### config.mk
export PLATFORM = sky130hd
export DESIGN_NAME = ushift_reg
export DESIGN_NICKNAME = d
export VERILOG_FILES = /design/src/rtl/ushift_pkg.sv /design/src/rtl/ushift_stage.sv /design/src/rtl/ushift_datapath.sv /design/src/rtl/ushift_reg.sv
export SDC_FILE = /design/constraint.sdc
export NUM_CORES = 1
export LEC_CHECK = 0
export BUFFER_PORTS_ARGS = -buffer_cell sky130_fd_sc_hd__buf_4
export CAP_MARGIN = 5
export CELL_PAD_IN_SITES_DETAIL_PLACEMENT = 0
export CELL_PAD_IN_SITES_GLOBAL_PLACEMENT = 1
export CORE_AREA = 5 5 42 44
export CTS_CLUSTER_DIAMETER = 60
export CTS_CLUSTER_SIZE = 10
export DETAILED_ROUTE_END_ITERATION = 12
export DIE_AREA = 0 0 47 49
export PLACE_DENSITY_LB_ADDON = 0.1
export SYNTH_ARGS = -nofsm -noshare
export SYNTH_HDL_FRONTEND = slang
export SYNTH_HIERARCHICAL = 1
export SYNTH_SLANG_ARGS = --single-unit
### constraint.sdc
create_clock -name clk -period 1.7 [get_ports clk]
set_input_delay 0.34 -clock clk [delete_from_list [all_inputs] [get_ports clk]]
set_output_delay 0.34 -clock clk [all_outputs]
set_load 0.005 [all_outputs]
### src/rtl/ushift_pkg.sv
package ushift_pkg;

  typedef enum logic [1:0] {
    MODE_HOLD  = 2'b00,
    MODE_DN    = 2'b01,
    MODE_UP    = 2'b10,
    MODE_LOAD  = 2'b11
  } ushift_mode_e;

endpackage

### src/rtl/ushift_stage.sv
module ushift_stage
  import ushift_pkg::*;
(
  input  logic         clr,
  input  ushift_mode_e mode,
  input  logic         cur,     // present value of this stage
  input  logic         from_hi, // higher neighbour or serial-in
  input  logic         from_lo, // lower neighbour or serial-in
  input  logic         ld,      // parallel data bit
  output logic         nxt
);

  logic sel;

  always_comb begin
    unique case (mode)
      MODE_HOLD: sel = cur;
      MODE_DN:   sel = from_hi;
      MODE_UP:   sel = from_lo;
      MODE_LOAD: sel = ld;
      default:   sel = cur;
    endcase
  end

  assign nxt = clr ? 1'b0 : sel;

endmodule

### src/rtl/ushift_datapath.sv
module ushift_datapath
  import ushift_pkg::*;
#(
  parameter int WIDTH = 4
) (
  input  logic             clr,
  input  ushift_mode_e     mode,
  input  logic             sin_dn,
  input  logic             sin_up,
  input  logic [WIDTH-1:0] d_in,
  input  logic [WIDTH-1:0] q,
  output logic [WIDTH-1:0] q_nxt
);

  localparam int TOP = WIDTH - 1;

  genvar i;
  generate
    for (i = 0; i < WIDTH; i++) begin : g_stage
      logic hi_src;
      logic lo_src;
      if (i == TOP) begin : g_top
        assign hi_src = sin_dn;
      end else begin : g_mid_hi
        assign hi_src = q[i+1];
      end
      if (i == 0) begin : g_bot
        assign lo_src = sin_up;
      end else begin : g_mid_lo
        assign lo_src = q[i-1];
      end
      ushift_stage u_stage (
        .clr     (clr),
        .mode    (mode),
        .cur     (q[i]),
        .from_hi (hi_src),
        .from_lo (lo_src),
        .ld      (d_in[i]),
        .nxt     (q_nxt[i])
      );
    end
  endgenerate

endmodule

### src/rtl/ushift_reg.sv
module ushift_reg
  import ushift_pkg::*;
#(
  parameter int WIDTH = 4
) (
  input  logic             clk,
  input  logic             rst_n,
  input  logic             clr,
  input  logic [1:0]       mode,
  input  logic             sin_dn,
  input  logic             sin_up,
  input  logic [WIDTH-1:0] d_in,
  output logic [WIDTH-1:0] q_out,
  output logic             bit0_out,
  output logic             bitn_out
);

  localparam int TOP = WIDTH - 1;

  ushift_mode_e     mode_e;
  logic [WIDTH-1:0] q;
  logic [WIDTH-1:0] q_nxt;
  logic             q_en;

  assign mode_e = ushift_mode_e'(mode);

  ushift_datapath #(.WIDTH(WIDTH)) u_dp (
    .clr    (clr),
    .mode   (mode_e),
    .sin_dn (sin_dn),
    .sin_up (sin_up),
    .d_in   (d_in),
    .q      (q),
    .q_nxt  (q_nxt)
  );

  // register only toggles when clearing or in an active mode
  always_comb begin
    q_en = clr | (mode_e != MODE_HOLD);
  end

  always_ff @(posedge clk or negedge rst_n) begin
    if (!rst_n) begin
      q <= '0;
    end else if (q_en) begin
      q <= q_nxt;
    end
  end

  assign q_out    = q;
  assign bit0_out = q[0];
  assign bitn_out = q[TOP];

  assert_hold_R2: assert property (@(posedge clk) disable iff (!rst_n)
    ($past(rst_n) && !$past(clr) && $past(mode) == 2'b00) |-> (q_out == $past(q_out)));

  assert_shift_dn_R3: assert property (@(posedge clk) disable iff (!rst_n)
    ($past(rst_n) && !$past(clr) && $past(mode) == 2'b01) |->
      (q_out == {$past(sin_dn), $past(q_out[TOP:1])}));

  assert_shift_up_R4: assert property (@(posedge clk) disable iff (!rst_n)
    ($past(rst_n) && !$past(clr) && $past(mode) == 2'b10) |->
      (q_out == {$past(q_out[TOP-1:0]), $past(sin_up)}));

  assert_load_R5: assert property (@(posedge clk) disable iff (!rst_n)
    ($past(rst_n) && !$past(clr) && $past(mode) == 2'b11) |-> (q_out == $past(d_in)));

  assert_clear_R6: assert property (@(posedge clk) disable iff (!rst_n)
    ($past(rst_n) && $past(clr)) |-> (q_out == '0));

endmodule

Word-level counts from Yosys, hierarchy flattened
Cells that the tools add are included.

Flip-flop bits (word level): 4. Bits of input ports: 11.

Eq/ne operators: 4. Multiplexer cells: 8. Bitwise gates (word level): 1. Reductions and logical operators: 3.

Operators with widths (number): case mux 1 bit (3 select lines) (4); == test 2 bit, second input constant (2); 2-to-1 mux 1 bit (4); == test 2 x 1 -> 1 bit, second input constant (1); logical NOT 2 bit (1); inequality test 2 bit, second input constant (1); AND reduction 2 bit (1); nonzero test 2 bit (1); OR 1 bit (1).

Logic depth before layout (Yosys ltp)
Word-level depth: 3. Depth in mapped cells: 3.

Modules after synthesis
The synthesis kept the hierarchy.

Modules (own cells, without submodules): ushift_reg (instances 1, cells an instance 11, area an instance 176.4 um^2, sequential area each 100.1 um^2); ushift_stage (instances 4, cells an instance 2, area an instance 36.3 um^2, sequential area each 0.0 um^2).

Least setup slack after synthesis
No wires, ideal clock.

Path type: register to register. From: register q[0] (netlist: q_out[0]). To: register q[1] (netlist: q_out[1]). Library setup time: 125 ps. Arrival: 1213 ps. Data required time: 1575 ps. Setup slack: 363 ps. Cell stages (with the launch flop): 4. Path buffers: 0. Cells stage by stage: dfrtp_1 -> mux4_2 -> nor2b_4 -> mux2_2.

Cells in the longest elaborated chain, start to end: 2.

RTL lines: from (decl) (RTL line ushift_reg.sv:21) `logic [WIDTH-1:0] q;`; from (signal assigned) (RTL line ushift_reg.sv:46) `q <= q_nxt;`; case mux 1 bit (3 select lines) (RTL line ushift_stage.sv:16) `unique case (mode)`; 2-to-1 mux 1 bit (RTL line ushift_stage.sv:25) `assign nxt = clr ? 1'b0 : sel;`; net q_nxt[1] (RTL line ushift_reg.sv:22) `logic [WIDTH-1:0] q_nxt;`.

The timed path passes the listed nets, and every way through them passes these cells. A chain may end at the register's enable or synchronous reset.

Worst setup path after layout
From: register q[1] (netlist: q_out[1]). To: register q[2] (netlist: q_out[2]).

Same word-level chain as after synthesis.

==> qor.yml <==
status:
  status: "completed"
floorplanning:
  fp.coreArea_um2: 1400
  num_rows: 14
  die_h_um: 49
  die_w_um: 47
  start_util: 0.229
  fp.dieArea_um2: 2300
  ios: 17
timing:
  fin_worst_skew_ns: 0.00198
  finalHoldViolCount: 0
  whs_ns: 0.435
  finalSetupViolCount: 0
  rsz0062_at_grt: "false"
  min_period_ns: 1.39
  max_clock_freq_mhz: 718
  tns_ns: 0
  maxSlewViolCount: 0
  worst-slew-pin-transition_ns: 0.238
  final.period_utilization: 0.819
  layout_setup_ws_ns: 0.308
  max_slew_margin: 0.841
clock_network:
  cts.clk_slew.worst_paths_ns: 0.04
  cts-root-buf: "clkbuf_4"
  cts_resized: 0
  worst_skew_pair.late_latency_ns: 0.23
  cts.sinks: 4
  hold_buffers: 1
  cts_tree: "yes"
  cts_buffer_depth: 2
  cts_inserted_buffers: 3
  post-cts-setup-buffers: 0
  cts_max_level: 1
power:
  power_density_nw_per_um2: 663
  sequentialPowerShare: 0.353
  max-vdd-ir-drop_mv: 0.286
  switching_power_uw: 71.8
  intPower_uw: 246
  p_leak_nw: 0.221
  power_uw: 318
  p_clk_frac: 0.358
  swShare: 0.226
  power_frac_comb: 0.289
cells_and_area:
  drive_above_1_share: 0.865
  largest_register_ffs: 4
  antenna_cells: 0
  final_cells: 53
  fin_area_um2: 479
  area_growth_syn_to_layout_pct: 49.0
  fin_nets: 50
  final_core_utilization: 0.342
synth:
  synth_commonest_cells: "dfrtp_1 (4), mux2_2 (4), mux4_2 (4), nor2b_4 (4), buf_4 (2)"
  yosys.area.top_type: "dfrtp_1"
  synth-seq-cells: 4
  ys_types: 6
  synth_top_area_share: 0.311
  synth_edf_count: 0
  syn_nets: 30
  postSynthCellCount: 19
  yosysSeqAreaShare: 0.311
  async_reset_ff_frac: 1.00
  synth-main-ff-cell: "dfrtp_1"
  yosysWarningCount: 6
  synthesis.area_um2: 322
  synth.area.top_cells: "dfrtp_1 (31%), mux4_2 (28%), nor2b_4 (17%)"
  syn_avg_cell_area_um2: 16.9
setup_path:
  max_stage_delay_ns: 0.48
  worstPathMaxFanout: 5
  crit_path_end_kind: "flip-flop"
  cp.arrival_ns: 1.50
  path_cells: "mux4_2 -> nor2b_4 -> mux2_2"
  reg2reg_slack_ns: 0.31
  required_ns: 1.81
  crit_family: "multiplexers"
  critPathKind: "reg2reg"
  startpoint_type: "flip-flop"
  cp_slowest_cell: "mux4_2"
  reg2reg_from: "q_out[1]"
  crit_buf_inv: 0
  crit_start: "q_out[1]"
placement:
  placed_cell_area_um2: 447
  gp_congestion: 0.639
  dp_slack_ns: 0.175
  placed_cells: 49
  io_buffers: 16
routing:
  finalWirelength_um: 726
  drt_iter0_drc: 0
  drtPass1Iterations: 1
  route.detailed.drc: 0
  postRouteAntennaNets: 0
  vias_per_cell: 4.43
  vias: 235
  wl_per_cell_um: 13.7
global_route:
  use_met1: 0.0726
  grt-ovfl-total: 0
  grt_use_met2: 0.127
  grt_util_all_layers: 0.0747
  antenna_found_initial: 0
  grt_pass1_wl_um: 1230
  top_usage_layer: "met2"
  grtUsageMet3: 0.0185
  grt_start_max_net_pins: 6
  grt_pass1_vias: 287
hold_path:
  min_path_type: "in2async"
job:
  drv_cap: 0
[placed cells by master, fill, tap and decap left out, drive strengths merged]
master and count:
clkbuf 3, buf 16, dlygate4sd3 1, mux2 4, dfrtp 4, nor2b 4, mux4 4, nor3 1
[power by group through the flow]
stage               logic [mW]  clock network [mW]  registers, mW
floorplan               0.0466                   0          0.112
global placement        0.0905                   0          0.113
detailed placement      0.0917                   0          0.114
CTS                     0.0938               0.123          0.113
global route            0.0990               0.125          0.114
finish                  0.0919               0.114          0.112
[worst paths after layout]
kind | end | cells after the start
worst max register to register | q_out[2] | 3
min in group clk | q_out[3] | 3
worst max-delay path | q_out[2] | 3
max in group asynchronous | q_out[0] | 2
worst min-delay path | q_out[3] | 2
worst min register to register | q_out[3] | 1
[final cells by class]
type                    count  area [um2]
flip-flops and latches      4         100
repair buffers             17         130
fillers                   151         922
well taps                  16        20.0
multi-input cells          13         206
clock buffers               3        22.5
[cell families after synthesis]
| group | synth area share |
|---|---|
| mux | 0.420 |
| simple gates | 0.222 |
| flops | 0.311 |
| buf+inv | 0.0467 |
[layer usage]
metal	wire, um	up-vias
met5	0	-
li1	-	109
met2	429	7
met1	229	119
met3	66	0
met4	0	0
No activity file was read; power rests on OpenSTA's default activity.
